[config.mk]
export PLATFORM = sky130hd
export DESIGN_NAME = sat_cla_adder
export DESIGN_NICKNAME = d
export VERILOG_FILES = /design/src/rtl/sat_cla_pkg.sv /design/src/rtl/cla_group4.sv /design/src/rtl/cla_adder.sv /design/src/rtl/sat_clamp.sv /design/src/rtl/sat_cla_adder.sv
export SDC_FILE = /design/constraint.sdc
export NUM_CORES = 1
export LEC_CHECK = 0
export BUFFER_PORTS_ARGS = -buffer_cell sky130_fd_sc_hd__buf_2
export CAP_MARGIN = 20
export CORE_MARGIN = 2
export CORE_UTILIZATION = 30
export DETAILED_ROUTE_END_ITERATION = 12
export SLEW_MARGIN = 5
export SYNTH_ARGS = -nofsm -noshare
export SYNTH_HDL_FRONTEND = slang
export SYNTH_SLANG_ARGS = --single-unit
[constraint.sdc]
create_clock -name vclk -period 4.3
set_input_delay 0.43 -clock vclk [all_inputs]
set_output_delay 0.43 -clock vclk [all_outputs]
set_load 0.01 [all_outputs]
[src/rtl/sat_cla_pkg.sv]
package sat_cla_pkg;

    // Selection made by the clamp stage
    typedef enum logic [1:0] {
        SEL_RAW = 2'd0,
        SEL_MAX = 2'd1,
        SEL_MIN = 2'd2
    } clamp_sel_e;

    localparam int unsigned GROUP_W = 4;

endpackage

[src/rtl/cla_group4.sv]
module cla_group4 (
    input  logic [3:0] g_i,
    input  logic [3:0] p_i,
    input  logic       c_i,
    output logic [3:0] c_o,
    output logic       gg_o,
    output logic       pg_o
);

    always_comb begin
        c_o[0] = g_i[0] | (p_i[0] & c_i);
        c_o[1] = g_i[1] | (p_i[1] & g_i[0]) | (p_i[1] & p_i[0] & c_i);
        c_o[2] = g_i[2] | (p_i[2] & g_i[1]) | (p_i[2] & p_i[1] & g_i[0])
               | (p_i[2] & p_i[1] & p_i[0] & c_i);
        c_o[3] = g_i[3] | (p_i[3] & g_i[2]) | (p_i[3] & p_i[2] & g_i[1])
               | (p_i[3] & p_i[2] & p_i[1] & g_i[0])
               | (p_i[3] & p_i[2] & p_i[1] & p_i[0] & c_i);
        gg_o   = g_i[3] | (p_i[3] & g_i[2]) | (p_i[3] & p_i[2] & g_i[1])
               | (p_i[3] & p_i[2] & p_i[1] & g_i[0]);
        pg_o   = &p_i;
    end


    always_comb begin
        group_carry_chk: assert ((gg_o | (pg_o & c_i)) == c_o[3])
            else $error("group carry disagrees with bit carry");
    end

endmodule

[src/rtl/cla_adder.sv]
module cla_adder #(
    parameter int unsigned N = 8
) (
    input  logic [N-1:0] x_i,
    input  logic [N-1:0] y_i,
    input  logic         ci_i,
    output logic [N-1:0] s_o,
    output logic         c_sign_in_o,
    output logic         c_sign_out_o
);
    import sat_cla_pkg::*;

    localparam int unsigned NG = (N + GROUP_W - 1) / GROUP_W;
    localparam int unsigned W  = NG * GROUP_W;

    logic [W-1:0]  xp, yp, g, p, cbit, cin_bit, sfull;
    logic [NG-1:0] gg, pg;
    logic [NG-1:0] gcarry;

    assign xp = W'(x_i);
    assign yp = W'(y_i);
    assign g  = xp & yp;
    assign p  = xp ^ yp;

    // group-level lookahead: carry into each group
    always_comb begin
        gcarry[0] = ci_i;
        for (int k = 1; k < NG; k++) begin
            gcarry[k] = gg[k-1] | (pg[k-1] & gcarry[k-1]);
        end
    end

    for (genvar k = 0; k < NG; k++) begin : g_grp
        cla_group4 u_grp (
            .g_i  (g[k*GROUP_W +: GROUP_W]),
            .p_i  (p[k*GROUP_W +: GROUP_W]),
            .c_i  (gcarry[k]),
            .c_o  (cbit[k*GROUP_W +: GROUP_W]),
            .gg_o (gg[k]),
            .pg_o (pg[k])
        );
    end

    assign cin_bit = {cbit[W-2:0], ci_i};
    assign sfull   = p ^ cin_bit;

    assign s_o          = sfull[N-1:0];
    assign c_sign_in_o  = cin_bit[N-1];
    assign c_sign_out_o = cbit[N-1];


    always_comb begin
        sum_value_chk: assert ({c_sign_out_o, s_o} ==
                               ({1'b0, x_i} + {1'b0, y_i} + {{N{1'b0}}, ci_i}))
            else $error("lookahead sum disagrees with arithmetic sum");
    end


    always_comb begin
        top_group_chk: assert ((gg[NG-1] | (pg[NG-1] & gcarry[NG-1])) ==
                               (({1'b0, xp} + {1'b0, yp} + {{W{1'b0}}, ci_i}) >> W))
            else $error("top group carry wrong");
    end

endmodule

[src/rtl/sat_clamp.sv]
module sat_clamp #(
    parameter int unsigned N = 8
) (
    input  logic [N-1:0] raw_i,
    input  logic         sa_i,
    input  logic         sb_i,
    input  logic         c_sign_in_i,
    input  logic         c_sign_out_i,
    output logic [N-1:0] res_o,
    output logic         pos_o,
    output logic         neg_o
);
    import sat_cla_pkg::*;

    localparam logic [N-1:0] MAX_POS = {1'b0, {(N-1){1'b1}}};
    localparam logic [N-1:0] MAX_NEG = {1'b1, {(N-1){1'b0}}};

    typedef struct packed {
        clamp_sel_e   sel;
        logic [N-1:0] value;
        logic         pos;
        logic         neg;
    } clamp_t;

    clamp_t res_d;
    logic   ovf;

    always_comb begin
        ovf       = c_sign_in_i ^ c_sign_out_i;
        res_d     = '0;
        res_d.pos = ovf & ~sa_i & ~sb_i;
        res_d.neg = ovf & sa_i & sb_i;
        if (res_d.pos)      res_d.sel = SEL_MAX;
        else if (res_d.neg) res_d.sel = SEL_MIN;
        else                res_d.sel = SEL_RAW;
        case (res_d.sel)
            SEL_MAX: res_d.value = MAX_POS;
            SEL_MIN: res_d.value = MAX_NEG;
            default: res_d.value = raw_i;
        endcase
    end

    assign res_o = res_d.value;
    assign pos_o = res_d.pos;
    assign neg_o = res_d.neg;


    always_comb begin
        flags_exclusive_chk: assert ($onehot0({pos_o, neg_o}))
            else $error("both overflow flags set");
    end


    always_comb begin
        pos_clamp_chk: assert (!pos_o || res_o == MAX_POS)
            else $error("positive clamp value wrong");
    end


    always_comb begin
        neg_clamp_chk: assert (!neg_o || res_o == MAX_NEG)
            else $error("negative clamp value wrong");
    end


    always_comb begin
        no_overflow_chk: assert (pos_o || neg_o || res_o == raw_i)
            else $error("unclamped result altered");
    end


    always_comb begin
        mixed_sign_chk: assert ((sa_i == sb_i) || !(pos_o || neg_o))
            else $error("overflow with mixed signs");
    end

endmodule

[src/rtl/sat_cla_adder.sv]
module sat_cla_adder #(
    parameter int unsigned N = 8
) (
    input  logic [N-1:0] a_i,
    input  logic [N-1:0] b_i,
    input  logic         sub_i,
    output logic [N-1:0] sum_o,
    output logic         ovf_pos_o,
    output logic         ovf_neg_o
);

    logic [N-1:0] b_eff;
    logic [N-1:0] raw_sum;
    logic         c_in_sign, c_out_sign;

    assign b_eff = b_i ^ {N{sub_i}};

    cla_adder #(.N(N)) u_add (
        .x_i          (a_i),
        .y_i          (b_eff),
        .ci_i         (sub_i),
        .s_o          (raw_sum),
        .c_sign_in_o  (c_in_sign),
        .c_sign_out_o (c_out_sign)
    );

    sat_clamp #(.N(N)) u_clamp (
        .raw_i        (raw_sum),
        .sa_i         (a_i[N-1]),
        .sb_i         (b_eff[N-1]),
        .c_sign_in_i  (c_in_sign),
        .c_sign_out_i (c_out_sign),
        .res_o        (sum_o),
        .pos_o        (ovf_pos_o),
        .neg_o        (ovf_neg_o)
    );


    always_comb begin
        sub_min_chk: assert (!(sub_i && !a_i[N-1] && b_i == {1'b1, {(N-1){1'b0}}})
                             || ovf_pos_o)
            else $error("subtracting most negative value did not saturate");
    end


    always_comb begin
        sub_sign_chk: assert (!ovf_neg_o || (a_i[N-1] && (b_i[N-1] != sub_i)))
            else $error("negative overflow with wrong effective signs");
    end

endmodule

==> impl_results.md, run 1 <==
- Post-synth top area share: 13.5%
- Static Leak: around 0.44 nW
- Cells after Synth: 101
- CP Max Fanout: 11
- Layout area overhead: 17.5%
- PortBufs: 27
- Initial Utilization: between 30% and 40%
- CP endpoint kind: output pin
- Detailed-route wire length per cell: around 12 um
- Dpl cell area: 873 sq um
- Initial antenna violation count: 0
- DRT iter0 DRCs: 13
- Die X: 53.8 um
- Finished Cell Area: 873 sq um
- Max Clk Rate: roughly 320 MHz
- Max Transition Viols Final: 0
- Drt first pass iters: 4
- Worst hold path type: input port to output pin
- Avg Inst Size Synth: about 7.4 sq um
- Largest net degree at the start of global routing: 13
- Synth Warn #: 0
- # clk buffers: 0
- Share of layout cells above drive strength 1: a little over a third
- Setup Crit Path Kind: input port to output pin
- Seq/Total Area, Yosys: 0%
- RSZ-0062 raised after global routing: false
- Seq. cell area: 0 sq um
- Distinct cells, synth: 38
- Setup violators final: 0
- Seq_cells: 0
- Routed wire length: 1780 um
- Diodes inserted: 0
- Total power: 220 uW
- Period utilisation layout: roughly 72%
- First-pass GRT wire length: 2990 um
- Post-CTS Repair Setup Buffers: 0
- Final hold violations: 0
- Max Cap Violations: 0
- Worst Setup Start Kind: input port
- Die area: approximately 0.0029 sq mm
- DP HPWL: 1510 um
- Post-layout nets: ~150
- Relative slew slack: between 70% and 80%
- Cell taking the most area after synthesis: ha_1
- TNS Setup: 0 ns
- Post-Syn Area: 743 sq um
- GRT Residual Overflow: 0
- Crit path required time: ~3.9 ns
- Via count: a little over 800
- Core area: 0.00241 sq mm
- Drt drc: 0
- CTS resizes: 0
- Core Util, Final: roughly 36%
- Data arrival time of the worst path: around 2.7 ns
- VDD IR-drop max: roughly 0.11 mV
- Global placer's final weighted congestion: ~0.74
- # hold bufs at CTS: 0
- Die H: roughly 54 um
- Least-Margin Pin Slew: about 0.42 ns
- Final min period: 3.10 ns
- Row cnt: 18
- Power Dens Cells: 252 mW/mm^2
- Status: finished, final reports clean
- Antenna Nets Post-Route: 0
- Vias in the first global route: around 740
- Area contributors post-synth: ha_1, xor2_1, o211a_1, o21ai_1, nand2_1
- Vias/cell: roughly 5.2
- GRT Total Usage: 13.1%
- Syn Nets: 126
- I/O pins: 27
==> critical path: stages <==
cell and delay [ns]:
buf_2 0.28, xor2_1 0.18, ha_1 0.31, a21oi_2 0.24
o22ai_2 0.15, o211a_1 0.36, nand3_1 0.18, nand2_1 0.06
a222oi_1 0.28, buf_2 0.19
==> power breakdown <==
| part | switching [mW] | internal [mW] |
|---|---|---|
| sequential | 0 | 0 |
| combinational | 0.126 | 0.0939 |
| clock | 0 | 0 |
| total | 0.126 | 0.0939 |
==> layer usage <==
| layer | GRT usage [%] | routed length, um | vias up |
|---|---|---|---|
| met5 | 0 | 0 | - |
| met1 | 18.0 | 890 | 368 |
| met2 | 23.4 | 811 | 21 |
| met4 | 0 | 0 | 0 |
| met3 | 0.833 | 80 | 0 |
| li1 | - | - | 419 |
==> cells in the final DEF (no fill, tap or decap), drive strengths merged, types with 2 or more instances in the layout <==
| cell | n |
|---|---|
| or2 | 2 |
| buf | 27 |
| xnor2 | 3 |
| a21oi | 10 |
| xor2 | 8 |
| o211ai | 2 |
| inv | 6 |
| nand3 | 4 |
| o211a | 6 |
| nor2 | 10 |
| o21ai | 12 |
| nor3 | 4 |
| ha | 8 |
| nand2 | 10 |
| o21bai | 2 |
==> metrics by stage <==
stage	cells	worst slack (ns)	hold WS [ns]
finish	154	1.20	1.27
global route	154	1.03	1.31
CTS	154	1.21	1.28
detailed placement	154	1.22	1.28
global placement	154	1.30	1.27
floorplan	101	1.54	0.979
==> synthesized netlist by cell type <==
| cell | number |
|---|---|
| o32ai_2 | 1 |
| nand2_1 | 9 |
| a211oi_1 | 1 |
| a21oi_4 | 1 |
| a21oi_1 | 6 |
| o211ai_1 | 1 |
| o21ai_1 | 7 |
| o211ai_2 | 1 |
| a21boi_1 | 1 |
| nand3_2 | 1 |
| nor3_1 | 4 |
| o22ai_2 | 1 |
| xor2_1 | 7 |
| nor4b_1 | 1 |
| buf_4 | 1 |
| o21ai_2 | 1 |
| nand3_1 | 3 |
| a221oi_1 | 1 |
| xor2_2 | 1 |
| ha_1 | 8 |
| clkbuf_2 | 1 |
| o21bai_1 | 1 |
| o211a_1 | 6 |
| or2_2 | 2 |
| a211o_1 | 1 |
| a222oi_1 | 1 |
| bufbuf_8 | 1 |
| inv_1 | 6 |
| o21ai_0 | 4 |
| buf_6 | 1 |
| and3_4 | 1 |
| o21bai_2 | 1 |
| a21oi_2 | 3 |
| nor2_2 | 1 |
| nand2_2 | 1 |
| mux2i_1 | 1 |
| xnor2_1 | 3 |
| nor2_1 | 9 |
==> final timing paths <==
check / cells past startpoint / from / slack [ns] / endpoint
worst max-delay path: 10 / sub_i / 1.20 / sum_o[6]
worst min-delay path: 3 / a_i[7] / 1.27 / ovf_pos_o
==> final cells by class <==
| type | count | area [sq um] |
|---|---|---|
| inverter | 6 | 22.5 |
| timing repair buffer | 27 | 135 |
| multi-input combinational | 91 | 678 |
| fill | 251 | 1540 |
| tap | 30 | 37.5 |
==> kinds of logic after synthesis <==
logic type | Yosys count | share of synthesized area, %
AND/OR/NAND/NOR | 32 | 21.2
adder cells (fa/ha/maj) | 8 | 13.5
buffers and inverters | 10 | 8.75
multiplexers | 1 | 1.35
XOR/XNOR | 11 | 14.0
AO/OA/AOI/OAI | 39 | 41.2
Note: power is estimated with default switching activity, not from simulation.
==> run 2, diff against run 1 <==
Settings changed: ABC_AREA set to 1.
Clock period 4.3 ns to 2.6 ns, I/O delays scaled along.
==> run 2 against run 1 <==
Cell area decreased by 14%. Hold slack got worse by 0.27 ns. Non-clock buffer count unchanged.
==> impl_results.md, run 2 <==
- CP max stage cell: ha_1
- Global placer's final weighted congestion: 0.821 (+11%)
- Min Hold Slack: 1.00 ns (-0.271 ns)
- Initial Utilization: 31.1% (+0.21 points)
- Period utilisation layout: just under 90%
- Sw Share: 57.5% (+0.14 points)
- DP HPWL: 1080 um (-29%)
- RSZ-0062 raised after global routing: false
- CP Max Fanout: 11 (unchanged)
- Commonest non-fill, non-tap cell in the layout: buf_2
- TNS Setup: 0 ns (unchanged)
- Synth top cells by count: nand2_1, inv_1, xor2_1, ha_1, nand3_1
- Psw: 163 uW (+29%)
- Setup ws final: 0.295 ns (-0.910 ns)
- Filler cell count: 203 (-19%)
- # clk buffers: 0 (unchanged)
- Cell with the most instances after synthesis: nand2_1
- CP endpoint kind: output pin
- Relative slew slack: 81.7% (+9.4 points)
- Synth Warn #: 0 (unchanged)
- I/O pins: 27 (unchanged)
- Post-CTS Repair Setup Buffers: 0 (unchanged)
- Reg power frac: 0% (unchanged)
- Die X: 48.4 um (-10%)
- Syn Nets: 115 (-8.7%)
- Internal: 121 uW (+29%)
- Seq_cells: 0 (unchanged)
- Final min period: approximately 2.3 ns
- Die area: 0.00234 sq mm (-19%)
- Via count: 645 (-20%)
- Antenna Nets Post-Route: 0 (unchanged)
- Worst hold path type: input port to output pin
- Least-Margin Pin Slew: 0.275 ns (-0.141 ns)
- First-pass GRT wire length: 2210 um (-26%)
- Met1 Usage GRT: 13.7% (-4.4 points)
- Data arrival time of the worst path: 2.05 ns (-0.62 ns)
- Seq. cell area: 0 sq um (unchanged)
- GRT Residual Overflow: 0 (unchanged)
- Drt first pass iters: 4 (unchanged)
- Initial antenna violation count: 0 (unchanged)
- Layout area overhead: 26.7%
- Vias/cell: 4.51 (-14%)
- Drt drc: 0 (unchanged)
- Most frequent cells in the layout: buf_2, nand2_1, inv_1, xor2_1, ha_1
- Post-layout nets: 143 (-5.3%)
- Worst-path cell chain: buf_2, xor2_1, ha_1, a21oi_1, nand2_2, a21oi_2, nand2_2, nand3_4, nand3_1, nand2_1, buf_2
- DRT iter0 DRCs: 7 (-6)
- CTS resizes: 0 (unchanged)
- Static Leak: 0.455 nW (+4.4%)
- Worst path max stage delay: 0.28 ns (-0.08 ns)
- Most Used Layer, Global Route: met2
- Core area: 0.00190 sq mm (-21%)
- Post-Syn Area: 591 sq um (-21%)
- Setup violators final: 0 (unchanged)
- Routed wire length: 1220 um (-32%)
- Avg Inst Size Synth: 6.56 sq um (-11%)
- Worst Setup Start Kind: input port
- Cell taking the most area after synthesis: ha_1
- Detailed-route wire length per cell: 8.50 um (-27%)
- CP top delay family: simple AND/OR/NAND/NOR gates
- Total power: 284 uW (+29%)
- GRT Total Usage: 10.8% (-2.2 points)
- Worst slack, placed: 0.267 ns (-0.952 ns)
- Crit path required time: 2.34 ns (-1.53 ns)
- Die H: 48.4 um (-10%)
- Power Dens Cells: 380 mW/mm^2 (+51%)
- Seq/Total Area, Yosys: 0% (unchanged)
- Met2 usage: 21.5% (-1.8 points)
- # hold bufs at CTS: 0 (unchanged)
- Grt met3 use: 0.309% (-0.52 points)
- Clock power frac: 0% (unchanged)
- Row cnt: 16 (-2)
- Max Cap Violations: 0 (unchanged)
- Core Util, Final: 39.3% (+3.1 points)
- Setup Crit Path Kind: input port to output pin
- Status: finished, final reports clean
- Cells after Synth: 90 (-11%)
- Distinct cells, synth: 20 (-47%)
- PortBufs: 27 (unchanged)
- Max Clk Rate: around 430 MHz
- Share of layout cells above drive strength 1: 37.9% (+3.3 points)
- Post-synth top area share: 16.9% (+3.5 points)
- VDD IR-drop max: 0.197 mV (+72%)
- Largest net degree at the start of global routing: 12 (-1)
- Area contributors post-synth: ha_1, nand2_1, xor2_1, inv_1, nand3_1
- Vias in the first global route: 568 (-23%)
- CP bufs+invs: 2 (unchanged)
- Comb power frac: 100.0% (about the same)
- Max Transition Viols Final: 0 (unchanged)
- Final hold violations: 0 (unchanged)
- Diodes inserted: 0 (unchanged)
run 2: stage by stage:
stage / std cells / area [sq um]
6_report: 143 / 748
5_1_grt: 143 / 748
2_1_floorplan: 90 / 591
4_1_cts: 143 / 748
3_3_place_gp: 143 / 748
3_5_place_dp: 143 / 748
run 2: layout make-up:
cell class,instances,area (sq um),area share (%)
multi-input combinational,77,534,71.4
timing repair buffer,27,135,18.1
inverter,12,45.0,6.02
tap,27,33.8,4.52
run 2: per-layer routing:
layer  routed length [um]  vias up
li1                     -      344
met1                  560      282
met2                  598       19
met3                   56        0
met4                    0        0
met5                    0        -
run 2: path summary, 6_finish.rpt:
kind,startpoint,to,slack [ns],cells after the start
max,sub_i,sum_o[6],0.29,11
min,a_i[7],ovf_pos_o,1.00,5
run 2: kinds of logic after synthesis:
kind of cell    Yosys count  synth area share, %
simple gates             47                 42.2
xor+xnor                 12                 19.1
buf+inv                  13                 9.53
mux                       1                 1.69
compound gates            9                 10.6
fa+ha+maj                 8                 16.9
run 2: tightest hold or removal path: cells and delay by family:
kind                   cells  cell delay (ns)
buffers and inverters      3             0.29
AND/OR/NAND/NOR            2             0.20
run 2: power groups by stage:
stage                     clock network [mW]  registers, mW  logic (mW)
after floorplan                            0              0       0.208
after global placement                     0              0       0.286
after detailed placement                   0              0       0.286
after CTS                                  0              0       0.288
after global routing                       0              0       0.321
final                                      0              0       0.284
==> run 3, diff against run 2 <==
Settings changed: PLACE_DENSITY set to 0.65.
==> run 3 against run 2 <==
First-iteration DRC count shrank 29%. Setup slack got worse by 0.020 ns. Flip-flop and latch count unchanged. Core utilization unchanged. Critical path depth unchanged. Total power is 0.51% higher. Maximum frequency fell by 0.86%.
==> impl_results.md, run 3 (synthesis results as in run 2) <==
- Psw: 165 uW (+0.74%)
- Max Cap Violations: 0 (unchanged)
- DP HPWL: 1120 um (+4.1%)
- Antenna Nets Post-Route: 0 (unchanged)
- Vias/cell: 4.45 (-1.4%)
- Initial antenna violation count: 0 (unchanged)
- Vias in the first global route: 598 (+5.3%)
- Global placer's final weighted congestion: 0.818 (-0.35%)
- Setup ws final: 0.275 ns (-0.0200 ns)
- PortBufs: 27 (unchanged)
- Worst Setup Start Kind: input port
- Diodes inserted: 0 (unchanged)
- Filler cell count: 220 (+8.4%)
- Data arrival time of the worst path: 2.07 ns (+0.02 ns)
- Seq_cells: 0 (unchanged)
- CP endpoint kind: output pin
- Die H: 48.4 um (unchanged)
- Clock power frac: 0% (unchanged)
- First-pass GRT wire length: 2260 um (+2.2%)
- Final hold violations: 0 (unchanged)
- Initial Utilization: 31.1% (unchanged)
- Power Dens Cells: 382 mW/mm^2 (+0.51%)
- Hold endpoint: ovf_pos_o
- Routed wire length: 1270 um (+4.1%)
- TNS Setup: 0 ns (unchanged)
- Setup Crit Path Kind: input port to output pin
- Share of layout cells above drive strength 1: 37.9% (unchanged)
- Row cnt: 16 (unchanged)
- Hold Path Origin: a_i[7]
- # clk buffers: 0 (unchanged)
- Hold Path Depth: 5 (unchanged)
- GRT Residual Overflow: 0 (unchanged)
- # hold bufs at CTS: 0 (unchanged)
- Status: finished, final reports clean
- I/O pins: 27 (unchanged)
- Static Leak: 0.455 nW (unchanged)
- Core area: 0.00190 sq mm (unchanged)
- Via count: 636 (-1.4%)
- Max Transition Viols Final: 0 (unchanged)
- Drt drc: 0 (unchanged)
- Worst hold path type: input port to output pin
- Comb power frac: 100.0% (about the same)
- Final min period: 2.33 ns (+0.0200 ns)
- Seq. cell area: 0 sq um (unchanged)
- Drt first pass iters: 3 (-1)
- Layout area overhead: 26.7% (unchanged)
- Final cell count without fillers: 143 (unchanged)
- Post-CTS Repair Setup Buffers: 0 (unchanged)
- DRT iter0 DRCs: 5 (-2)
- VDD IR-drop max: 0.115 mV (-42%)
- Relative slew slack: 81.2% (-0.50 points)
- GRT Total Usage: 11.3% (+0.46 points)
- Commonest non-fill, non-tap cell in the layout: buf_2
- Least-Margin Pin Slew: 0.283 ns (+0.00755 ns)
- Max Clk Rate: 430 MHz (-0.86%)
- Reg power frac: 0% (unchanged)
- Sw Share: 57.6% (+0.13 points)
- RSZ-0062 raised after global routing: false
- Most frequent cells in the layout: buf_2, nand2_1, inv_1, xor2_1, ha_1
- Period utilisation layout: 89.4% (+0.77 points)
- Crit path required time: 2.34 ns (about the same)
- CTS resizes: 0 (unchanged)
- Die area: 0.00234 sq mm (unchanged)
- Largest net degree at the start of global routing: 12 (unchanged)
- Post-layout nets: 143 (unchanged)
- Die X: 48.4 um (unchanged)
- Internal: 121 uW (+0.19%)
- Worst slack, placed: 0.272 ns (+0.00456 ns)
- CP Max Fanout: 11 (unchanged)
- Detailed-route wire length per cell: 8.85 um (+4.1%)
- Placed Instances: 143 (unchanged)
- Setup violators final: 0 (unchanged)
[run 3: area by class of cell]
class              count  area [sq um]  area share (%)
repair buffers        27           135            18.1
multi-input cells     77           534            71.4
well taps             27          33.8            4.52
inverters             12          45.0            6.02
[run 3: power groups by stage]
stage               registers, mW  clock network, mW  logic, mW
floorplan                       0                  0      0.208
global route                    0                  0      0.322
CTS                             0                  0      0.290
detailed placement              0                  0      0.289
finish                          0                  0      0.286
global placement                0                  0      0.284
[run 3: worst max-delay path: stages]
cell and delay [ns]:
buf_2 0.26, xor2_1 0.19, ha_1 0.28, a21oi_1 0.20, nand2_2 0.15, a21oi_2 0.20, nand2_2 0.12, nand3_4 0.13
nand3_1 0.09, nand2_1 0.06, buf_2 0.12
[run 3: how the worst max path moves through the flow]
stage,slack [ns],to,depth (start not counted),startpoint
final,0.27,sum_o[0],11,sub_i
after global routing,0.11,sum_o[4],11,sub_i
after CTS,0.26,sum_o[0],11,sub_i
after detailed placement,0.27,sum_o[0],11,sub_i
after global placement,0.32,sum_o[0],11,sub_i
after floorplan,0.64,sum_o[0],10,sub_i
[run 3: metrics by stage]
stage | cell area [sq um] | utilization [%] | hold WS (ns) | power (mW)
detailed placement | 748 | 39.3 | 1.01 | 0.289
finish | 748 | 39.3 | 1.00 | 0.286
global route | 748 | 39.3 | 1.07 | 0.322
floorplan | 591 | - | 0.717 | 0.208
CTS | 748 | 39.3 | 1.01 | 0.290
global placement | 748 | 39.3 | 1.01 | 0.284
[run 3: per-layer routing]
layer	global-route usage [%]	part of all wire (%)	vias up
li1	-	-	344
met2	23.4	54	14
met1	12.3	41	275
met3	0.617	4.2	3
met4	2.38	1.3	0
met5	0	0	-
